`config.mk`:
```
export PLATFORM = sky130hd
export DESIGN_NAME = hsb_store_ctrl
export DESIGN_NICKNAME = d
export VERILOG_FILES = /design/src/rtl/hsb_pkg.sv /design/src/rtl/hsb_glitch_filter.sv /design/src/rtl/hsb_dirty_tracker.sv /design/src/rtl/hsb_seq.sv /design/src/rtl/hsb_store_ctrl.sv
export SDC_FILE = /design/constraint.sdc
export NUM_CORES = 1
export LEC_CHECK = 0
export CAP_MARGIN = 20
export CELL_PAD_IN_SITES_DETAIL_PLACEMENT = 2
export CELL_PAD_IN_SITES_GLOBAL_PLACEMENT = 2
export CORE_MARGIN = 4
export CORE_UTILIZATION = 25
export DETAILED_ROUTE_END_ITERATION = 8
export HOLD_SLACK_MARGIN = 0.03
export PLACE_DENSITY = 0.72
export SLEW_MARGIN = 25
export SYNTH_ARGS = -nofsm -noshare
export SYNTH_HDL_FRONTEND = slang
export SYNTH_SLANG_ARGS = --single-unit
```
`constraint.sdc`:
```
create_clock -name clk -period 4.9 [get_ports clk]
set_input_delay 0.735 -clock clk [delete_from_list [all_inputs] [get_ports clk]]
set_output_delay 0.735 -clock clk [all_outputs]
set_load 0.02 [all_outputs]
```
`src/rtl/hsb_pkg.sv`:
```
package hsb_pkg;
  typedef enum logic [2:0] {
    ST_IDLE   = 3'd0,
    ST_WAIT   = 3'd1,
    ST_LAUNCH = 3'd2,
    ST_RUN    = 3'd3,
    ST_HOLD   = 3'd4,
    ST_RECOV  = 3'd5
  } hsb_state_t;
endpackage

```
`src/rtl/hsb_glitch_filter.sv`:
```
module hsb_glitch_filter #(
  parameter int MIN_LOW_CYC = 3
) (
  input  logic clk,
  input  logic rst_n,
  input  logic pin_n,
  output logic req
);
  localparam int CW = $clog2(MIN_LOW_CYC + 1);
  localparam logic [CW-1:0] LIMIT = CW'(MIN_LOW_CYC);

  logic [CW-1:0] low_cnt_q, low_cnt_d;

  always_comb begin
    if (pin_n)
      low_cnt_d = '0;
    else if (low_cnt_q == LIMIT)
      low_cnt_d = low_cnt_q;
    else
      low_cnt_d = low_cnt_q + 1'b1;
  end

  always_ff @(posedge clk or negedge rst_n) begin
    if (!rst_n) low_cnt_q <= '0;
    else        low_cnt_q <= low_cnt_d;
  end

  assign req = (low_cnt_q == LIMIT);
endmodule

```
`src/rtl/hsb_dirty_tracker.sv`:
```
module hsb_dirty_tracker (
  input  logic clk,
  input  logic rst_n,
  input  logic set_wr,
  input  logic clr,
  output logic dirty
);
  logic dirty_q, dirty_d;

  always_comb begin
    dirty_d = dirty_q;
    if (clr)    dirty_d = 1'b0;
    if (set_wr) dirty_d = 1'b1;
  end

  always_ff @(posedge clk or negedge rst_n) begin
    if (!rst_n) dirty_q <= 1'b0;
    else        dirty_q <= dirty_d;
  end

  assign dirty = dirty_q;
endmodule

```
`src/rtl/hsb_seq.sv`:
```
module hsb_seq
  import hsb_pkg::*;
#(
  parameter int DELAY_CYC   = 8,
  parameter int RECOVER_CYC = 6
) (
  input  logic       clk,
  input  logic       rst_n,
  input  logic       req,
  input  logic       pin_n,
  input  logic       dirty,
  input  logic       cyc_busy,
  input  logic       store_done,
  output hsb_state_t state
);
  localparam int MAXC = (DELAY_CYC > RECOVER_CYC) ? DELAY_CYC : RECOVER_CYC;
  localparam int CW   = $clog2(MAXC + 1);
  localparam logic [CW-1:0] DLY_LAST = CW'(DELAY_CYC - 1);
  localparam logic [CW-1:0] REC_LAST = CW'(RECOVER_CYC - 1);

  hsb_state_t    state_q, state_d;
  logic [CW-1:0] cnt_q, cnt_d;
  logic          stored_q, stored_d;
  logic          cnt_en;

  always_comb begin
    state_d  = state_q;
    stored_d = stored_q;
    cnt_en   = 1'b0;
    unique case (state_q)
      ST_IDLE: begin
        stored_d = 1'b0;
        if (req) state_d = dirty ? ST_WAIT : ST_HOLD;
      end
      ST_WAIT: begin
        if (!cyc_busy || cnt_q == DLY_LAST) state_d = ST_LAUNCH;
        else                                cnt_en  = 1'b1;
      end
      ST_LAUNCH: begin
        stored_d = 1'b1;
        state_d  = ST_RUN;
      end
      ST_RUN: begin
        if (store_done) state_d = ST_HOLD;
      end
      ST_HOLD: begin
        if (pin_n) state_d = stored_q ? ST_RECOV : ST_IDLE;
      end
      ST_RECOV: begin
        if (cnt_q == REC_LAST) state_d = ST_IDLE;
        else                   cnt_en  = 1'b1;
      end
      default: state_d = ST_IDLE;
    endcase
  end

  always_comb begin
    if (state_d != state_q) cnt_d = '0;
    else if (cnt_en)        cnt_d = cnt_q + 1'b1;
    else                    cnt_d = cnt_q;
  end

  always_ff @(posedge clk or negedge rst_n) begin
    if (!rst_n) begin
      state_q  <= ST_IDLE;
      cnt_q    <= '0;
      stored_q <= 1'b0;
    end else begin
      state_q  <= state_d;
      cnt_q    <= cnt_d;
      stored_q <= stored_d;
    end
  end

  assign state = state_q;
endmodule

```
`src/rtl/hsb_store_ctrl.sv`:
```
module hsb_store_ctrl
  import hsb_pkg::*;
#(
  parameter int MIN_LOW_CYC = 3,
  parameter int DELAY_CYC   = 8,
  parameter int RECOVER_CYC = 6
) (
  input  logic clk,
  input  logic rst_n,
  input  logic hsb_in,
  input  logic sram_we,
  input  logic recall_done,
  input  logic cyc_busy,
  input  logic store_done,
  output logic store_start,
  output logic hsb_pull,
  output logic inhibit
);
  hsb_state_t state;
  logic       req;
  logic       dirty_q;
  logic       clr_dirty;

  hsb_glitch_filter #(.MIN_LOW_CYC(MIN_LOW_CYC)) u_filt (
    .clk   (clk),
    .rst_n (rst_n),
    .pin_n (hsb_in),
    .req   (req)
  );

  assign clr_dirty = recall_done | ((state == ST_RUN) & store_done);

  hsb_dirty_tracker u_dirty (
    .clk    (clk),
    .rst_n  (rst_n),
    .set_wr (sram_we),
    .clr    (clr_dirty),
    .dirty  (dirty_q)
  );

  hsb_seq #(.DELAY_CYC(DELAY_CYC), .RECOVER_CYC(RECOVER_CYC)) u_seq (
    .clk        (clk),
    .rst_n      (rst_n),
    .req        (req),
    .pin_n      (hsb_in),
    .dirty      (dirty_q),
    .cyc_busy   (cyc_busy),
    .store_done (store_done),
    .state      (state)
  );

  assign store_start = (state == ST_LAUNCH);
  assign hsb_pull    = (state == ST_WAIT) | (state == ST_LAUNCH) | (state == ST_RUN);
  assign inhibit     = (state != ST_IDLE);
endmodule

```
==> results of run 1 <==
worst paths after layout:
kind,slack [ps],cells past startpoint,to,from
setup / recovery,2330,3,inhibit,u_seq.state[1]
hold / removal,540,2,u_filt.low_cnt_q[1],u_filt.low_cnt_q[1]
setup reg to reg,3170,6,u_seq.cnt_q[0],u_filt.low_cnt_q[0]
hold reg to reg,540,2,u_filt.low_cnt_q[1],u_filt.low_cnt_q[1]
max in group asynchronous,3730,1,u_seq.state[2],rst_n
min in group asynchronous,800,1,u_filt.low_cnt_q[0],rst_n
stage by stage:
stage | power, mW | hold WS (ps) | std cells
after floorplan | 0.347 | 439 | 71
after global placement | 0.415 | 505 | 109
after detailed placement | 0.425 | 529 | 109
after CTS | 0.494 | 548 | 113
after global routing | 0.530 | 567 | 113
final | 0.485 | 540 | 113
kinds of logic (layout without fill, tap and decap cells):
| logic type | after synthesis | count (layout) | synth area share [%] |
|---|---|---|---|
| adder cells (fa/ha/maj) | 3 | 3 | 5.46 |
| XOR/XNOR | 4 | 4 | 5.09 |
| buffers and inverters | 5 | 17 | 3.82 |
| multiplexers | 1 | 1 | 1.45 |
| flip-flops | 11 | 11 | 40.0 |
| AO/OA/AOI/OAI | 18 | 18 | 21.8 |
| AND/OR/NAND/NOR | 29 | 29 | 22.4 |
sequential cells by signal, indices dropped and copies added, names as in the netlist:
name and flops:
u_dirty.dirty 1, u_seq.cnt_q 4, u_seq.stored_q 1, u_seq.state 3, u_filt.low_cnt_q 2
synth_stat cells (all sizes together) (2+ instances only):
cell    instances  area [sq um]
a211o           2          18.8
and3            2          12.5
nand2           5          21.3
nand4           2          12.5
dfrtp          11           275
a21boi          2          15.0
nand3           3          15.0
nand2b          2          12.5
inv             4          15.0
ha              3          37.5
nor2           10          37.5
xnor2           3          26.3
a21oi           5          25.0
nor2b           2          20.0
nand3b          3          22.5
power breakdown:
part / total (mW) / switching, mW / internal, mW
logic: 0.262 / 0.148 / 0.114
clock network: 0.0642 / 0.0340 / 0.0302
registers: 0.159 / 0.0416 / 0.117
layer usage:
layer | share of wire (%) | routed length, um | track usage (%)
met5 | 0 | 0 | 0
met1 | 43 | 774 | 14.0
met4 | 0.84 | 15 | 2.79
met3 | 4.8 | 85 | 4.04
met2 | 51 | 908 | 21.0
final cells by class:
type / count / area (sq um) / share of cell area [%]
clock buffers: 3 / 22.5 / 2.71
inverters: 4 / 15.0 / 1.80
flip-flops and latches: 11 / 275 / 33.1
repair buffers: 9 / 90.1 / 10.8
well taps: 30 / 37.5 / 4.51
multi-input cells: 55 / 387 / 46.5
clock inverters: 1 / 5.00 / 0.602
critical path: stages (launching register included):
cell             delay [ps]
dfrtp_1                 500
nor2_1                  380
nand2_1                 130
clkdlybuf4s50_1         560
==> results.yml, run 1 <==
final_layout:
  nFillCells: 283
  area_growth_pct: 20.9
  drive_gt1_share_pct: 14.5
  design_area_sq_um: 832
  layout_common_cells: "dfrtp_1 (11), nor2_1 (10), clkdlybuf4s50_1 (9), a21oi_1 (5)"
  antenna_cells: 0
  fin_util_pct: 32.7
  nets: 94
  final_common_cell: "dfrtp_1"
min_path:
  hold_class: "flip-flop to flip-flop"
clock_network:
  cts_hold_buf: 0
  path_clk_slew_ps: 80
  cts_setup_buffers: 0
  clock_path_buffers: 2
  cts_root_buf: "clkbuf_4"
  ctsResizeCount: 0
  clock_sinks: 11
  cts_buffers: 3
  cts_tree: "built"
  clk_latency_ps: 270
  htreeDepth: 1
global_route:
  grt_pass1_vias: 680
  grt_max_degree: 12
  grt_pass1_wl_mm: 3.19
  grt_overflow: 0
  track_usage_pct: 11.9
  antenna_found_initial: 0
die:
  start_util_pct: 27.0
  dieWidth_um: 60.5
  pin_count: 10
  rows: 18
  dieArea_sq_um: 3660
  core-area_sq_um: 2540
  die_y_um: 60.5
yosys:
  ys_async_sr_fraction_pct: 100
  yosysSeqAreaShare_pct: 40.0
  ys_warn_count: 0
  ys_ff_latch: 11
  avgSynthCellArea_sq_um: 9.69
  postSynthCellCount: 71
  ys_types: 31
  synth_area_sq_um: 688
  synth_ff_type: "dfrtp_1"
  synth-edff-count: 0
  synth_fp_nets: 81
power_and_ir_drop:
  ir_drop_uv: 240
  p_leak_nw: 0.372
  power_density_nw_per_um2: 583
critical_path:
  critical_path_required_ps: 4160
  path_class: "flip-flop to output port"
  endpoint_kind: "output port"
  crit_fanout: 9
  cp-start-kind: "flip-flop"
  critPathArrivalTime_ps: 1840
sta:
  fin_tns_setup_ps: 0
  layout_min_cycle_time_ps: 2570
  relSlewSlack_pct: 64.1
  hold_viol: 0
  setup_viol: 0
  period_share_pct: 52.5
  grt_setup_unrepaired: "false"
  layout_setup_ws_ps: 2330
  worst_pin_slew_ps: 537
  slew_viol_final: 0
  max_freq_mhz: 389
  clock_skew_ps: 7.93
place:
  place_ws_ps: 2600
  place_area_sq_um: 805
  portBuffers: 9
  globalplace.congestion: 0.765
  dp_hpwl_mm: 1.39
detailed_routing:
  firstDrtPassIters: 4
  drc: 0
  wl_per_cell_um: 15.8
  vias: 576
  antenna_left: 0
  drtIter0Drc: 11
  vias_per_cell: 5.10
  routed_wl_mm: 1.78
status:
  outcome: "completed"
job:
  maxCapViolCount: 0
No activity file was read; power rests on OpenSTA's default activity.
==> run 2, diff against run 1 <==
- clock period: 4.9 -> 2.4 ns (I/O delays scaled with it)
==> run 2 against run 1 <==
  * Sequential power up 100%
  * Critical endpoint unchanged
  * Clock skew barely moved
  * Die area unchanged
  * Highest routed layer is now met3
  * Non-clock buffer count grew 1
  * Final cell count rose by 0.88%
  * Combinational power rose by 110%
  * Global-route usage shrank 1.1 points
  * Clock power is 110% higher
  * Count of clock-buffer cells in the layout unchanged
  * Core utilization increased by 0.30 points
==> results.yml, run 2 (synthesized netlist as in run 1, its figures left out) <==
sta:
  period_share_pct: 90.9
  whs_ps: 421
  slew_viol_final: 0
  relSlewSlack_pct: 65.1
  clock_skew_ps: 7.50
  setup_viol: 0
  fin_tns_setup_ps: 0
  worst_pin_slew_ps: 522
  grt_setup_unrepaired: "false"
  hold_viol: 0
  layout_setup_ws_ps: 217
  layout_min_cycle_time_ps: 2180
  max_freq_mhz: 458
critical_path:
  slowest_stage: "clkdlybuf4s50_1"
  crit_fanout: 9
  path_class: "flip-flop to output port"
  critPathArrivalTime_ps: 1820
  regToRegSetupSlack_ps: 670
  cp-start-kind: "flip-flop"
  crit_buf_inv: 1
  endpoint_kind: "output port"
  cp_top_family: "buffers and inverters"
  slowest_delay_ps: 550
  crit_chain: "nor2_1, nand2_1, clkdlybuf4s50_1"
  critical_path_required_ps: 2040
clock_network:
  cts_buffers: 3
  cts_hold_buf: 0
  ctsResizeCount: 0
  cts_tree: "built"
  path_clk_slew_ps: 80
  cts_root_buf: "clkbuf_4"
  clk_latency_ps: 280
  clock_path_buffers: 2
  htreeDepth: 1
  clock_sinks: 11
  cts_setup_buffers: 0
place:
  portBuffers: 9
  place_area_sq_um: 812
  place_ws_ps: 456
  globalplace.congestion: 0.790
  dpl.cell_count: 110
  dp_hpwl_mm: 1.40
detailed_routing:
  vias_per_cell: 5.06
  antenna_left: 0
  drtIter0Drc: 16
  firstDrtPassIters: 2
  routed_wl_mm: 1.71
  vias: 577
  wl_per_cell_um: 15.0
  drc: 0
die:
  dieArea_sq_um: 3660
  pin_count: 10
  dieWidth_um: 60.5
  rows: 18
  core-area_sq_um: 2540
  start_util_pct: 27.0
  die_y_um: 60.5
final_layout:
  largest_reg_flops: 4
  drive_gt1_share_pct: 15.5
  antenna_cells: 0
  regMostFlops: "u_seq.cnt_q"
  nets: 95
  design_area_sq_um: 840
  fin_util_pct: 33.0
  layout_common_cells: "dfrtp_1 (11), nor2_1 (10), clkdlybuf4s50_1 (9), a21oi_1 (5)"
  final_cells: 114
  final_common_cell: "dfrtp_1"
  area_growth_pct: 22.0
global_route:
  grt_max_degree: 12
  grt_overflow: 0
  grt_pass1_vias: 652
  antenna_found_initial: 0
  track_usage_pct: 10.8
  grt_pass1_wl_mm: 2.95
power_and_ir_drop:
  p_leak_nw: 0.376
  clockPowerShare_pct: 13.2
  swShare_pct: 45.5
  power_density_nw_per_um2: 1190
  internal-power_uw: 544
  p_comb_share_pct: 54.3
  ir_drop_uv: 458
  net-switching-power_uw: 454
  seqPwrFrac_pct: 32.6
  power.total_uw: 998
status:
  outcome: "completed"
job:
  maxCapViolCount: 0
min_path:
  hold_class: "input port to async pin"
-- run 2: power groups by stage --
stage	combinational (mW)	sequential, mW	clock [mW]
2_1_floorplan	0.416	0.293	0
3_3_place_gp	0.534	0.327	0
3_5_place_dp	0.551	0.331	0
4_1_cts	0.554	0.328	0.137
5_1_grt	0.603	0.341	0.147
6_report	0.542	0.325	0.132
-- run 2: layout make-up --
type                       instances  area (sq um)
clock buffer                       3          22.5
clock inverter                     1          5.00
fill                             294          1710
inverter                           4          15.0
multi-input combinational         55           387
sequential                        11           275
tap                               30          37.5
timing repair buffer              10          97.6
-- run 2: worst paths after layout --
kind / start / endpoint / cells after the start
worst max register to register: u_filt.low_cnt_q[0] / u_seq.cnt_q[1] / 6
min in group clk: u_seq.stored_q / u_seq.stored_q / 1
worst min register to register: u_seq.stored_q / u_seq.stored_q / 1
max in group asynchronous: rst_n / u_seq.state[2] / 1
worst max-delay path: u_seq.state[1] / inhibit / 3
worst min-delay path: rst_n / u_seq.stored_q / 1
-- run 2: layer usage --
metal	up-vias	routed length [um]	part of all wire (%)	global-route usage, %
met2	9	850	50	18.8
met3	0	80	4.7	3.83
li1	279	-	-	-
met4	0	0	0	1.86
met5	-	0	0	0
met1	289	778	46	13.1
